<file path="config.mk">
export PLATFORM = sky130hd
export DESIGN_NAME = nand_boot_seq
export DESIGN_NICKNAME = d
export VERILOG_FILES = /design/src/rtl/nbs_pkg.sv /design/src/rtl/nbs_wait_timer.sv /design/src/rtl/nbs_sig_check.sv /design/src/rtl/nbs_param_regs.sv /design/src/rtl/nand_boot_seq.sv
export SDC_FILE = /design/constraint.sdc
export NUM_CORES = 1
export LEC_CHECK = 0
export ABC_AREA = 1
export BUFFER_PORTS_ARGS = -buffer_cell sky130_fd_sc_hd__buf_2
export CORE_MARGIN = 2
export CORE_UTILIZATION = 56
export DETAILED_ROUTE_END_ITERATION = 7
export PLACE_DENSITY_LB_ADDON = 0.2
export SYNTH_ARGS = -nofsm -noshare
export SYNTH_HDL_FRONTEND = slang
export SYNTH_SLANG_ARGS = --single-unit
</file>
<file path="constraint.sdc">
create_clock -name clk -period 2.25 [get_ports clk]
set_clock_uncertainty 0.15 [all_clocks]
set_input_delay 0.3375 -clock clk [delete_from_list [all_inputs] [get_ports clk]]
set_output_delay 0.3375 -clock clk [all_outputs]
set_load 0.01 [all_outputs]
</file>
<file path="src/rtl/nbs_pkg.sv">
package nbs_pkg;

    typedef enum logic [1:0] {
        IO_CMD  = 2'd0,
        IO_ADDR = 2'd1,
        IO_READ = 2'd2
    } io_kind_e;

    typedef enum logic [3:0] {
        ST_SAMPLE,
        ST_PP_CMD,
        ST_PP_ADDR,
        ST_PP_WAIT,
        ST_PP_READ,
        ST_ID_CMD,
        ST_ID_ADDR,
        ST_ID_READ,
        ST_RST_CMD,
        ST_RST_WAIT,
        ST_LD_CMD,
        ST_LD_ADDR,
        ST_LD_CONF,
        ST_LD_WAIT,
        ST_DONE
    } state_e;

    typedef struct packed {
        logic skip_init;
        logic small_page;
        logic no_preload;
    } strap_t;

    localparam logic [7:0] OP_RESET   = 8'hFF;
    localparam logic [7:0] OP_PARAM   = 8'hEC;
    localparam logic [7:0] OP_READID  = 8'h90;
    localparam logic [7:0] OP_PAGE_A  = 8'h00;
    localparam logic [7:0] OP_PAGE_B  = 8'h30;
    localparam logic [7:0] ADDR_ZERO  = 8'h00;

    function automatic logic [7:0] sig_byte(input logic [1:0] pos);
        case (pos)
            2'd0:    sig_byte = 8'h4F;
            2'd1:    sig_byte = 8'h4E;
            2'd2:    sig_byte = 8'h46;
            default: sig_byte = 8'h49;
        endcase
    endfunction

endpackage

</file>
<file path="src/rtl/nbs_wait_timer.sv">
module nbs_wait_timer #(
    parameter int LIMIT = 4096
) (
    input  logic clk,
    input  logic rst_n,
    input  logic active,
    input  logic rdy,
    output logic expired
);
    localparam int CW = $clog2(LIMIT + 1);

    logic [CW-1:0] cnt;

    assign expired = active && !rdy && (cnt == CW'(LIMIT - 1));

    always_ff @(posedge clk or negedge rst_n) begin
        if (!rst_n) begin
            cnt <= '0;
        end else if (!active || rdy || expired) begin
            cnt <= '0;
        end else begin
            cnt <= cnt + 1'b1;
        end
    end

    // the wait counter never runs past its limit
    p_cnt_bound_r10: assert property (@(posedge clk) disable iff (!rst_n)
        cnt < CW'(LIMIT));

endmodule

</file>
<file path="src/rtl/nbs_sig_check.sv">
module nbs_sig_check
    import nbs_pkg::*;
(
    input  logic       clk,
    input  logic       rst_n,
    input  logic       clear,
    input  logic       en,
    input  logic [1:0] pos,
    input  logic [7:0] din,
    output logic       sig_ok
);
    logic bad;
    logic hit;

    assign hit    = (din == sig_byte(pos));
    assign sig_ok = !bad && hit;

    always_ff @(posedge clk or negedge rst_n) begin
        if (!rst_n) begin
            bad <= 1'b0;
        end else if (clear) begin
            bad <= 1'b0;
        end else if (en && !hit) begin
            bad <= 1'b1;
        end
    end

    // once a signature byte has mismatched, the mismatch is remembered
    p_bad_sticky_r3: assert property (@(posedge clk) disable iff (!rst_n)
        (bad && !clear) |=> bad);

endmodule

</file>
<file path="src/rtl/nbs_param_regs.sv">
module nbs_param_regs #(
    parameter int PAGE_W   = 16,
    parameter int DEF_PAGE = 2048,
    parameter int SMALL_PG = 512
) (
    input  logic              clk,
    input  logic              rst_n,
    input  logic [7:0]        din,
    input  logic              cap_mfr,
    input  logic              cap_dev,
    input  logic              cap_pg_lo,
    input  logic              cap_pg_hi,
    input  logic              cap_pg_code,
    input  logic              force_small,
    output logic [7:0]        mfr,
    output logic [7:0]        dev,
    output logic [PAGE_W-1:0] page
);
    localparam logic [PAGE_W-1:0] PG_BASE = PAGE_W'(1024);

    logic [PAGE_W-1:0] page_r;

    assign page = force_small ? PAGE_W'(SMALL_PG) : page_r;

    always_ff @(posedge clk or negedge rst_n) begin
        if (!rst_n) begin
            mfr    <= '0;
            dev    <= '0;
            page_r <= PAGE_W'(DEF_PAGE);
        end else begin
            if (cap_mfr)     mfr <= din;
            if (cap_dev)     dev <= din;
            if (cap_pg_lo)   page_r[7:0]  <= din;
            if (cap_pg_hi)   page_r[15:8] <= din;
            if (cap_pg_code) page_r <= PG_BASE << din[1:0];
        end
    end

endmodule

</file>
<file path="src/rtl/nand_boot_seq.sv">
module nand_boot_seq
    import nbs_pkg::*;
#(
    parameter int TMO_CYCLES  = 4096,
    parameter int ADDR_CYCLES = 5,
    parameter int OFS_MFR     = 64,
    parameter int OFS_PAGE    = 80,
    parameter int DEF_PAGE    = 2048,
    parameter int PAGE_W      = 16
) (
    input  logic              clk,
    input  logic              rst_n,
    input  logic              strap_skip_init,
    input  logic              strap_small_page,
    input  logic              strap_no_preload,
    input  logic [7:0]        io_din,
    input  logic              io_rdy,
    output logic              io_valid,
    output logic [1:0]        io_kind,
    output logic [7:0]        io_dout,
    output logic              busy,
    output logic              rst_done,
    output logic              err_timeout,
    output logic              onfi_found,
    output logic [7:0]        par_mfr,
    output logic [7:0]        par_dev,
    output logic [PAGE_W-1:0] par_page
);
    localparam int PP_LEN = OFS_PAGE + 2;
    localparam int ID_LEN = 4;
    localparam int IW     = $clog2(PP_LEN + 1);

    state_e         st, st_nx;
    strap_t         strap_q, strap_now;
    logic [IW-1:0]  idx;
    logic           wait_act, tmo, sig_ok;
    logic           in_pp_read, in_id_read;

    assign strap_now  = (st == ST_SAMPLE)
                      ? '{skip_init: strap_skip_init, small_page: strap_small_page,
                          no_preload: strap_no_preload}
                      : strap_q;
    assign wait_act   = (st == ST_PP_WAIT) || (st == ST_RST_WAIT) || (st == ST_LD_WAIT);
    assign in_pp_read = (st == ST_PP_READ);
    assign in_id_read = (st == ST_ID_READ);
    assign busy       = (st != ST_DONE);

    nbs_wait_timer #(.LIMIT(TMO_CYCLES)) u_timer (
        .clk     (clk),
        .rst_n   (rst_n),
        .active  (wait_act),
        .rdy     (io_rdy),
        .expired (tmo)
    );

    nbs_sig_check u_sig (
        .clk    (clk),
        .rst_n  (rst_n),
        .clear  (st == ST_SAMPLE),
        .en     (in_pp_read && (idx < IW'(ID_LEN))),
        .pos    (idx[1:0]),
        .din    (io_din),
        .sig_ok (sig_ok)
    );

    nbs_param_regs #(.PAGE_W(PAGE_W), .DEF_PAGE(DEF_PAGE)) u_par (
        .clk         (clk),
        .rst_n       (rst_n),
        .din         (io_din),
        .cap_mfr     ((in_pp_read && idx == IW'(OFS_MFR)) || (in_id_read && idx == IW'(0))),
        .cap_dev     (in_id_read && idx == IW'(1)),
        .cap_pg_lo   (in_pp_read && idx == IW'(OFS_PAGE)),
        .cap_pg_hi   (in_pp_read && idx == IW'(OFS_PAGE + 1)),
        .cap_pg_code (in_id_read && idx == IW'(3)),
        .force_small (strap_q.small_page && (st != ST_SAMPLE)),
        .mfr         (par_mfr),
        .dev         (par_dev),
        .page        (par_page)
    );

    // next-state logic
    always_comb begin
        st_nx = st;
        unique case (st)
            ST_SAMPLE:   st_nx = strap_now.skip_init ? ST_RST_CMD : ST_PP_CMD;
            ST_PP_CMD:   st_nx = ST_PP_ADDR;
            ST_PP_ADDR:  st_nx = ST_PP_WAIT;
            ST_PP_WAIT:  if (tmo) st_nx = ST_DONE;
                         else if (io_rdy) st_nx = ST_PP_READ;
            ST_PP_READ:  if (idx == IW'(ID_LEN - 1) && !sig_ok) st_nx = ST_ID_CMD;
                         else if (idx == IW'(PP_LEN - 1)) st_nx = ST_RST_CMD;
            ST_ID_CMD:   st_nx = ST_ID_ADDR;
            ST_ID_ADDR:  st_nx = ST_ID_READ;
            ST_ID_READ:  if (idx == IW'(ID_LEN - 1)) st_nx = ST_RST_CMD;
            ST_RST_CMD:  st_nx = ST_RST_WAIT;
            ST_RST_WAIT: if (tmo) st_nx = ST_DONE;
                         else if (io_rdy) st_nx = strap_q.no_preload ? ST_DONE : ST_LD_CMD;
            ST_LD_CMD:   st_nx = ST_LD_ADDR;
            ST_LD_ADDR:  if (idx == IW'(ADDR_CYCLES - 1)) st_nx = ST_LD_CONF;
            ST_LD_CONF:  st_nx = ST_LD_WAIT;
            ST_LD_WAIT:  if (tmo || io_rdy) st_nx = ST_DONE;
            ST_DONE:     st_nx = ST_DONE;
            default:     st_nx = ST_DONE;
        endcase
    end

    // state register and sequence status
    always_ff @(posedge clk or negedge rst_n) begin
        if (!rst_n) begin
            st          <= ST_SAMPLE;
            strap_q     <= '0;
            idx         <= '0;
            rst_done    <= 1'b0;
            err_timeout <= 1'b0;
            onfi_found  <= 1'b0;
        end else begin
            st <= st_nx;
            if (st == ST_SAMPLE) strap_q <= strap_now;
            if (st_nx != st) idx <= '0;
            else             idx <= idx + 1'b1;
            if (st_nx == ST_DONE) rst_done <= 1'b1;
            if (tmo) err_timeout <= 1'b1;
            if (in_pp_read && idx == IW'(ID_LEN - 1) && sig_ok) onfi_found <= 1'b1;
        end
    end

    // flash byte interface outputs
    always_comb begin
        io_valid = 1'b0;
        io_kind  = IO_CMD;
        io_dout  = 8'h00;
        unique case (st)
            ST_PP_CMD:   begin io_valid = 1'b1; io_dout = OP_PARAM;  end
            ST_ID_CMD:   begin io_valid = 1'b1; io_dout = OP_READID; end
            ST_RST_CMD:  begin io_valid = 1'b1; io_dout = OP_RESET;  end
            ST_LD_CMD:   begin io_valid = 1'b1; io_dout = OP_PAGE_A; end
            ST_LD_CONF:  begin io_valid = 1'b1; io_dout = OP_PAGE_B; end
            ST_PP_ADDR, ST_ID_ADDR, ST_LD_ADDR: begin
                io_valid = 1'b1; io_kind = IO_ADDR; io_dout = ADDR_ZERO;
            end
            ST_PP_READ, ST_ID_READ: begin
                io_valid = 1'b1; io_kind = IO_READ;
            end
            default: ;
        endcase
    end

    // captured straps do not move after the sampling cycle
    p_strap_hold_r1: assert property (@(posedge clk) disable iff (!rst_n)
        (st != ST_SAMPLE) |=> $stable(strap_q));

    // skip-init issues no reads
    p_skip_no_read_r2: assert property (@(posedge clk) disable iff (!rst_n)
        (strap_q.skip_init && st != ST_SAMPLE && io_valid) |-> (io_kind != IO_READ));

    // reads only happen while the device is ready
    p_read_ready_r3: assert property (@(posedge clk) disable iff (!rst_n)
        (io_valid && io_kind == IO_READ) |-> io_rdy);

    // small-page strap overrides the reported page size
    p_small_page_r6: assert property (@(posedge clk) disable iff (!rst_n)
        (rst_done && strap_q.small_page) |-> (par_page == PAGE_W'(512)));

    // completion is sticky and clears busy
    p_done_hold_r9: assert property (@(posedge clk) disable iff (!rst_n)
        rst_done |=> (rst_done && !busy && !io_valid));

    // a timeout ends all bus activity
    p_quiet_tmo_r10: assert property (@(posedge clk) disable iff (!rst_n)
        err_timeout |-> !io_valid);

endmodule

</file>
==> out/results.ini, run 1 <==
[outcome]
status = finished clean

[drt]
num_vias = 2949
drt-pass1-iter-count = 4
drc = 0
ant_nets = 0
viasPerCell = 5.08
drt_iter0_markers = 170
drt_wl_total_um = 7460
avgRoutedWirePerCell_um = 12.9

[logic_synthesis]
async_flop_share_pct = 100
synth_cells = 427
yosysUniqueCellTypes = 37
synth-edff-count = 0
avgSynthCellArea_um2 = 7.78
ys_seq_elements = 62
ys_seq_area_share_pct = 46.7
synth_warnings = 0
synth_fp_nets = 447
synth.cell_area_mm2 = 0.00332
synth_flop_cell = dfrtp_1

[die]
fp.dieH_um = 81.0
io_pins = 61
die_w_um = 81.0
initial_core_util_pct = 57.1
core_mm2 = 0.00582
rows = 28
fp.dieArea_mm2 = 0.00656

[final_layout]
drive_above_1_share_pct = 25.3
nFillCells = 505
syn2layout_area_growth_pct = 20.3
antenna_cells = 0
nNetsFinal = 520

[placement]
portBuffers = 60
dpl.hpwl_um = 5490
gp_congestion = 0.921

[worst_setup_path]
rrSetupSlack_ps = 130
cp.depth = 5
cp_max_fo = 7
cp_slowest_cell = dfrtp_2
cp_cell_sequence = buf_4 -> nand2_1 -> nor2_1 -> a2111o_1 -> buf_2
required_ps = 1760
start_kind = flop
r2r-end = idx[4]
path_class = flop to output pin
crit_start = st[3]
max_stage_delay_ps = 450
cp.buffers_inverters = 2
cp.arrival_ps = 1690
timing.rr.start = idx[1]
rr_worst_depth = 12
critPathTopFamily = flip-flops
cp-end-kind = output pin
setup.worst_path.end = io_valid

[grt]
grtUsageTotal_pct = 24.3
antenna_found_initial = 0
grt_pass1_wl_um = 12100
overflow = 0
grt_max_degree = 39
grt_pass1_vias = 2691

[pwr]
clockPowerShare_pct = 47.1
switching_share_pct = 22.3
powerDensity_mw_per_mm2 = 559
switching_power_uw = 497
power.total_uw = 2230
combPwrFrac_pct = 3.0
p_int_uw = 1740
ir_worst_vdd_v = 0.000768
leakage_uw = 0.00226
seqPwrFrac_pct = 49.9

[cts]
clock_latency_ps = 340
clk_pin_slew_ps = 70
cts_sinks = 62
cts_tree = done
clk_path_buf_depth = 2
root_buffer = clkbuf_8
h-tree-depth = 3
cts_made_buffers = 9

[sta]
fmax_ghz = 0.460
max-slew-margin-rel_pct = 62.6
setup_violations = 0
drv_slew = 0
tightest_slew_ps = 560
hold_violations = 0
layout_min_cycle_time_ps = 2170
period_share_pct = 96.6
setup_tns_ps = 0

[worst_hold_path]
min_path_type = input port to flop

[job]
drv_cap = 0

cell type report:
cell class	instances	area (um2)	area share, %
inverter	69	259	6.48
multi-input combinational	285	1450	36.4
tap	75	93.8	2.35
clock buffer	12	165	4.13
clock inverter	4	53.8	1.35
timing repair buffer	73	413	10.3
sequential	62	1560	39.0
synthesized netlist by cell type, types with 2 or more instances:
master,number,share of area (%)
nand2_1,97,11
dfrtp_1,61,46
inv_1,60,6.8
nor2_1,58,6.6
o21ai_0,28,4.2
nand3_1,26,3.9
inv_2,9,1.0
o21ai_1,9,1.4
nand2_2,7,1.3
nor2_2,7,1.3
nor3_1,7,1.1
xor2_1,7,1.8
ha_1,6,2.3
a31oi_1,5,0.94
nand4_1,5,0.94
a21oi_1,3,0.45
buf_2,3,0.45
buf_4,3,0.68
buf_6,3,1.0
nor2_4,3,1.0
and3_1,2,0.38
clkbuf_1,2,0.23
nand2_4,2,0.68
registers in the layout, summed over array words and instances, names as in the netlist:
signal,cells
u_sig.bad,1
u_par.page_r,16
err_timeout,1
u_timer.cnt,13
onfi_found,1
st,4
rst_done,1
strap_q,2
u_par.mfr,8
idx,7
u_par.dev,8
logic make-up after synthesis:
group	share of synthesized area, %
flip-flops	46.7
AND/OR/NAND/NOR	29.6
AO/OA/AOI/OAI	8.81
adder cells (fa/ha/maj)	2.26
XOR/XNOR	2.11
buffers and inverters	10.2
multiplexers	0.339
repair_timing:
item                                    4_1_cts  5_1_grt
pin swaps                                     0        2
endpoints found under the setup margin       16       24
endpoints found under the hold margin        23        0
hold buffers                                  1        0
resized for setup                             4        5
setup buffers                                 0        8
worst min path at each step:
stage	depth (start not counted)	from	end
after floorplan	0	rst_n	err_timeout
after global placement	1	rst_n	u_par.mfr[1]
after detailed placement	1	rst_n	u_par.mfr[1]
after CTS	3	strap_no_preload	strap_q[0]
after global routing	3	strap_no_preload	strap_q[0]
final	3	strap_no_preload	strap_q[0]
metal layers:
metal,wire [um],vias up,track usage [%],share of wire (%)
li1,-,1486,-,-
met1,3400,1378,31.9,46
met2,3550,78,38.9,48
met3,394,7,5.89,5.3
met4,111,0,9.49,1.5
met5,0,-,0,0
worst min-delay path: cells and delay by family:
kind / cells / cell delay, ps
AND/OR/NAND/NOR: 2 / 90
buffers and inverters: 1 / 80
layout by cell type, fill, tap and decap left out, types with 4 or more instances in the layout:
cell / instances
nand2_1: 96
inv_1: 60
buf_2: 60
nor2_1: 58
dfrtp_1: 57
o21ai_0: 28
nand3_1: 26
clkbuf_8: 12
buf_4: 11
inv_2: 9
o21ai_1: 9
nand2_2: 7
xor2_1: 7
nor3_1: 7
nor2_4: 6
ha_1: 6
nand4_1: 5
a31oi_1: 5
nor2_2: 4
dfrtp_2: 4
power by group through the flow:
stage | logic (uW) | clock network (uW) | registers (uW)
2_1_floorplan | 17.2 | 0 | 1140
3_3_place_gp | 68.5 | 0 | 1140
3_5_place_dp | 67.9 | 0 | 1140
4_1_cts | 69.4 | 1060 | 1110
5_1_grt | 78.6 | 1120 | 1110
6_report | 67.7 | 1050 | 1110
per-stage QoR:
stage	instance area, um2	worst slack, ps	cells	util [%]	hold WS (ps)
final	4000	75.7	580	68.7	57.8
after global routing	4000	-7.68	580	68.7	72.4
after CTS	3920	0.133	572	67.4	53.4
after detailed placement	3680	133	555	63.3	211
after global placement	3680	265	555	63.3	215
after floorplan	3320	445	427	-	-108
Note: power is estimated with default switching activity, not from simulation.
==> inputs of run 2 (changes only) <==
CORE_UTILIZATION = 52   (was 56)
==> run 2 against run 1 <==
  * Global-route usage shrank 1.6 points
  * Maximum frequency barely moved
  * Final cell count fell by 0.17%
  * Power is 3.7% lower
  * Flip-flop and latch count is the same
  * Sequential share of layout area up 0.20 points
  * Clock-buffer cell count unchanged
  * Via count grew 0.47%
  * Largest power group unchanged
  * Highest routed layer unchanged
==> out/results.ini, run 2 (synthesis gave the netlist of run 1 again) <==
[outcome]
status = finished clean

[final_layout]
regArea_mm2 = 0.00155  ; -0.24%
multi_input_area_mm2 = 0.00146  ; +0.52%
layout_commonest_cell = nand2_1
final_cell_mix = nand2_1 (93), dfrtp_1 (60), buf_2 (60)
syn2layout_area_growth_pct = 19.4
antenna_cells = 0  ; unchanged
largest_reg_flops = 16  ; unchanged
drive_above_1_share_pct = 24.9  ; -0.45 points
stdcell_count = 579  ; -0.17%
nFillCells = 572  ; +13%
top_register = u_par.page_r
reg.largest.list = u_par.page_r (16), u_timer.cnt (13)
nNetsFinal = 518  ; -0.38%

[die]
fp.dieH_um = 83.9  ; +3.6%
die_w_um = 83.9  ; +3.6%
fp.dieArea_mm2 = 0.00704  ; +7.3%
io_pins = 61  ; unchanged
core_mm2 = 0.00628  ; +7.9%
rows = 29  ; +3.6%
initial_core_util_pct = 52.9  ; -4.2 points

[sta]
tightest_slew_ps = 574  ; +13.5 ps
drv_slew = 0  ; unchanged
fmax_ghz = 0.460  ; about the same
hold_violations = 0  ; unchanged
max-slew-margin-rel_pct = 61.8  ; -0.90 points
layout_min_cycle_time_ps = 2180  ; +1.50 ps
rsz0062_at_grt = no
period_share_pct = 96.7  ; about the same
setup_violations = 0  ; unchanged
setup_tns_ps = 0  ; unchanged

[cts]
cts_sinks = 62  ; unchanged
clock_latency_ps = 330  ; about the same
cts_tree = done
clk_path_buf_depth = 2  ; unchanged
root_buffer = clkbuf_8
cts_made_buffers = 9  ; unchanged
h-tree-depth = 3  ; unchanged
clk_pin_slew_ps = 70  ; about the same

[grt]
grtUsageTotal_pct = 22.7  ; -1.6 points
grt_max_degree = 40  ; +2.6%
overflow = 0  ; unchanged
grt_pass1_wl_um = 12800  ; +6.1%
grt_pass1_vias = 2794  ; +3.8%
antenna_found_initial = 0  ; unchanged

[drt]
drt_iter0_markers = 135  ; -21%
drt_wl_total_um = 7500  ; +0.54%
drt-pass1-iter-count = 4  ; unchanged
drc = 0  ; unchanged
num_vias = 2963  ; +0.47%
avgRoutedWirePerCell_um = 12.9  ; +0.71%
ant_nets = 0  ; unchanged
viasPerCell = 5.12  ; +0.65%

[pwr]
ir_worst_vdd_v = 0.000346  ; -55%
leakage_uw = 0.00222  ; -1.7%
powerDensity_mw_per_mm2 = 542  ; -3.0%

[placement]
portBuffers = 60  ; unchanged
dp.cells = 559  ; +0.72%
dpl.hpwl_um = 5670  ; +3.3%
gp_congestion = 0.906  ; -1.6%

[worst_setup_path]
rrSetupSlack_ps = 250  ; +120 ps
cp.arrival_ps = 1690  ; about the same
path_class = flop to output pin
cp_max_fo = 8  ; +1
cp-end-kind = output pin
rr_worst_depth = 12  ; unchanged
timing.rr.start = idx[1]
cp.buffers_inverters = 3  ; +1
r2r-end = idx[5]
cp_slowest_cell = dfrtp_1
critPathTopFamily = flip-flops
required_ps = 1760  ; about the same
max_stage_delay_ps = 430  ; -20 ps
cp_cell_sequence = buf_6 -> inv_1 -> nand2_1 -> nand2_2 -> nor2_1 -> a2111o_1 -> buf_2
start_kind = flop

[job]
drv_cap = 0  ; unchanged

[worst_hold_path]
min_path_type = input port to flop
min_to = strap_q[0]
hold_depth = 3  ; unchanged
hold_start = strap_no_preload

==> run 2: changes by cell type in the layout (fill, tap and decap cells not counted), moves of 2 or more <==
cell / previous run / this run
dfrtp_2: 4 / 1
nand2_2: 7 / 11
clkbuf_8: 12 / 10
buf_6: 0 / 2
buf_4: 11 / 7
clkbuf_1: 0 / 2
dfrtp_1: 57 / 60
nand2_1: 96 / 93
==> run 2: worst max path at each step <==
stage / from / end / slack (ps) / cells past startpoint
detailed placement: idx[1] / idx[5] / 220 / 12
floorplan: st[3] / par_page[10] / 440 / 7
global placement: st[1] / par_page[9] / 280 / 6
finish: st[0] / io_valid / 70 / 7
CTS: st[3] / par_page[9] / 30 / 6
global route: st[0] / io_valid / 8 / 7
==> run 2: timing repair <==
| action | CTS | global route |
|---|---|---|
| gates cloned | 0 | 0 |
| resized for setup | 4 | 8 |
| hold buffers | 1 | 0 |
| endpoints found under the setup margin | 10 | 18 |
| pin swaps | 0 | 1 |
| endpoints found under the hold margin | 23 | 0 |
| buffers inserted | 1 | 3 |
==> run 2: layout make-up <==
cell class,count,share of cell area (%)
Clock buffer,12,3.66
Clock inverter,3,1.14
Inverter,69,6.53
Multi-Input combinational cell,285,36.8
Sequential cell,62,39.2
Tap cell,77,2.43
Timing Repair Buffer,71,10.2
==> run 2: report_power, final <==
part / internal, uW / leakage, uW / switching (uW)
logic: 18.5 / 0.00147 / 50.0
registers: 1110 / 0.000654 / 0.150
clock network: 537 / 0.0000887 / 431
==> run 2: per-layer routing <==
layer | up-vias | global-route usage (%) | wire length (um)
li1 | 1477 | - | -
met2 | 115 | 35.9 | 3470
met5 | - | 0 | 0
met4 | 0 | 9.68 | 129
met3 | 11 | 4.55 | 436
met1 | 1360 | 30.6 | 3460
==> run 2: tightest hold or removal path: cells and delay by family <==
family        cells  cell delay [ps]
buf+inv           1               80
simple gates      2               80
==> run 2: per-stage QoR <==
stage               utilization, %  cell area, um2  worst slack, ps  total power (uW)  hold slack [ps]
floorplan                        -            3320              445              1150             -108
CTS                           62.4            3920             28.5              2170             39.5
global route                  63.2            3970             8.06              2220             52.2
finish                        63.2            3970             74.2              2150             54.8
detailed placement            58.9            3700              218              1200              213
global placement              58.9            3700              285              1200              207
==> inputs of run 3 (changes only) <==
CELL_PAD_IN_SITES_DETAIL_PLACEMENT = 0   (was unset)
CELL_PAD_IN_SITES_GLOBAL_PLACEMENT = 2   (was unset)
CORE_UTILIZATION = 32   (was 52)
TNS_END_PERCENT = 30   (was unset)
==> run 3 against run 2 <==
  * Global-route usage fell by 6.3 points
  * Maximum frequency increased by 1.4%
  * Core utilization down 23 points
  * Clock-buffer cell count down 3
  * Critical path depth decreased by 1
  * Final cell count grew 11%
  * Die area is 59% higher
==> out/results.ini, run 3 (synthesis gave the netlist of run 1 again) <==
[drt]
drt-pass1-iter-count = 4  ; unchanged
drc = 0  ; unchanged
ant_nets = 0  ; unchanged
drt_wl_total_um = 8570  ; +14%
avgRoutedWirePerCell_um = 13.3  ; +2.7%
num_vias = 2895  ; -2.3%
viasPerCell = 4.50  ; -12%
drt_iter0_markers = 91  ; -33%

[cts]
clock_latency_ps = 340  ; about the same
clk_path_buf_depth = 2  ; unchanged
h-tree-depth = 3  ; unchanged
cts_sinks = 62  ; unchanged
root_buffer = clkbuf_8
cts_made_buffers = 9  ; unchanged
clk_pin_slew_ps = 70  ; about the same
cts_tree = done

[final_layout]
stdcell_count = 644  ; +11%
layout_commonest_cell = nand2_1
reg.largest.list = u_par.page_r (16), u_timer.cnt (13)
final_cell_mix = nand2_1 (93), dfrtp_1 (60), buf_2 (60)
largest_reg_flops = 16  ; unchanged
drive_above_1_share_pct = 26.6  ; +1.7 points
top_register = u_par.page_r
nFillCells = 1095  ; +91%
antenna_cells = 0  ; unchanged
syn2layout_area_growth_pct = 24.0
nNetsFinal = 523  ; +0.97%

[worst_hold_path]
min_path_type = input port to flop

[worst_setup_path]
cp.arrival_ps = 1660  ; -30 ps
cp_cell_sequence = buf_6 -> inv_1 -> nand3_1 -> nand2_1 -> a2111o_1 -> buf_2
start_kind = flop
path_class = flop to output pin
cp.buffers_inverters = 3  ; unchanged
cp_slowest_cell = dfrtp_1
max_stage_delay_ps = 390  ; -40 ps
cp-end-kind = output pin
required_ps = 1760  ; about the same
critPathTopFamily = buffers and inverters
cp_max_fo = 9  ; +1

[sta]
drv_slew = 0  ; unchanged
setup_tns_ps = 0  ; unchanged
setup_violations = 0  ; unchanged
layout_min_cycle_time_ps = 2150  ; -29.8 ps
tightest_slew_ps = 564  ; -9.74 ps
setup_ws_ps = 104  ; +29.8 ps
max-slew-margin-rel_pct = 62.3  ; +0.56 points
fmax_ghz = 0.466  ; +1.4%
period_share_pct = 95.4  ; -1.3 points
rsz0062_at_grt = yes
hold_violations = 0  ; unchanged

[grt]
antenna_found_initial = 0  ; unchanged
grt_pass1_vias = 2895  ; +3.6%
grt_pass1_wl_um = 14300  ; +11%
overflow = 0  ; unchanged
grtUsageTotal_pct = 16.4  ; -6.3 points
grt_max_degree = 29  ; -28%

[die]
die_w_um = 106  ; +26%
core_mm2 = 0.0102  ; +62%
rows = 37  ; +28%
fp.dieH_um = 106  ; +26%
initial_core_util_pct = 32.6  ; -20 points
fp.dieArea_mm2 = 0.0112  ; +59%
io_pins = 61  ; unchanged

[placement]
portBuffers = 60  ; unchanged
dp.cells = 625  ; +12%
dpl.hpwl_um = 6760  ; +19%
place_ws_ps = 117  ; -101 ps
gp_congestion = 0.796  ; -12%

[pwr]
leakage_uw = 0.00228  ; +2.7%
powerDensity_mw_per_mm2 = 583  ; +7.6%
ir_worst_vdd_v = 0.000317  ; -8.2%

[job]
drv_cap = 0  ; unchanged

[outcome]
status = finished clean

==> run 3: power by group <==
part	internal, uW	total (uW)	switching, uW
registers	1110	1110	0.127
logic	21.8	74.8	53.0
clock network	742	1210	472
==> run 3: worst reg2reg max path: cells and delay by family (launching register included) <==
| kind | cells | cell delay [ps] |
|---|---|---|
| DFF | 1 | 440 |
| buffers and inverters | 3 | 170 |
| and+or+nand+nor | 9 | 990 |
| adders and majority gates | 1 | 180 |
==> run 3: layout make-up <==
class / count / area (um2) / area share [%]
flip-flops and latches: 62 / 1550 / 37.7
clock buffers: 9 / 124 / 3.01
repair buffers: 76 / 439 / 10.7
clock inverters: 7 / 121 / 2.95
multi-input cells: 285 / 1450 / 35.2
well taps: 136 / 170 / 4.13
inverters: 69 / 259 / 6.29
==> run 3: metal layers <==
metal	share of wire [%]	global-route usage (%)
met2	47	27.8
met5	0	0
met3	4.4	3.96
met1	47	20.8
met4	1.3	4.70
==> run 3: per-stage QoR <==
stage          utilization (%)  hold slack, ps  power (uW)  cell area, um2
6_report                  40.4            53.0        2400            4120
5_1_grt                   40.4            55.2        2500            4120
4_1_cts                   40.1            44.1        2440            4080
3_5_place_dp              37.5             156        1210            3820
3_3_place_gp              37.5             149        1210            3820
2_1_floorplan                -            -108        1150            3320
==> run 3: worst paths after layout <==
kind	cells after the start	startpoint	slack, ps	end
worst max-delay path	6	st[3]	100	io_valid
worst min-delay path	3	strap_no_preload	50	strap_q[0]
worst max register to register	13	idx[0]	210	idx[5]
worst min register to register	1	onfi_found	320	onfi_found
max in group asynchronous	3	rst_n	1060	u_par.page_r[11]
min in group asynchronous	2	rst_n	310	idx[2]
==> run 3: timing repair <==
| item | 4_1_cts | 5_1_grt |
|---|---|---|
| endpoints found under the hold margin | 14 | 0 |
| endpoints found under the setup margin | 12 | 20 |
| gates resized for setup | 1 | 10 |
| buffers inserted | 0 | 2 |
| pin swaps | 0 | 2 |
| hold buffers | 1 | 0 |
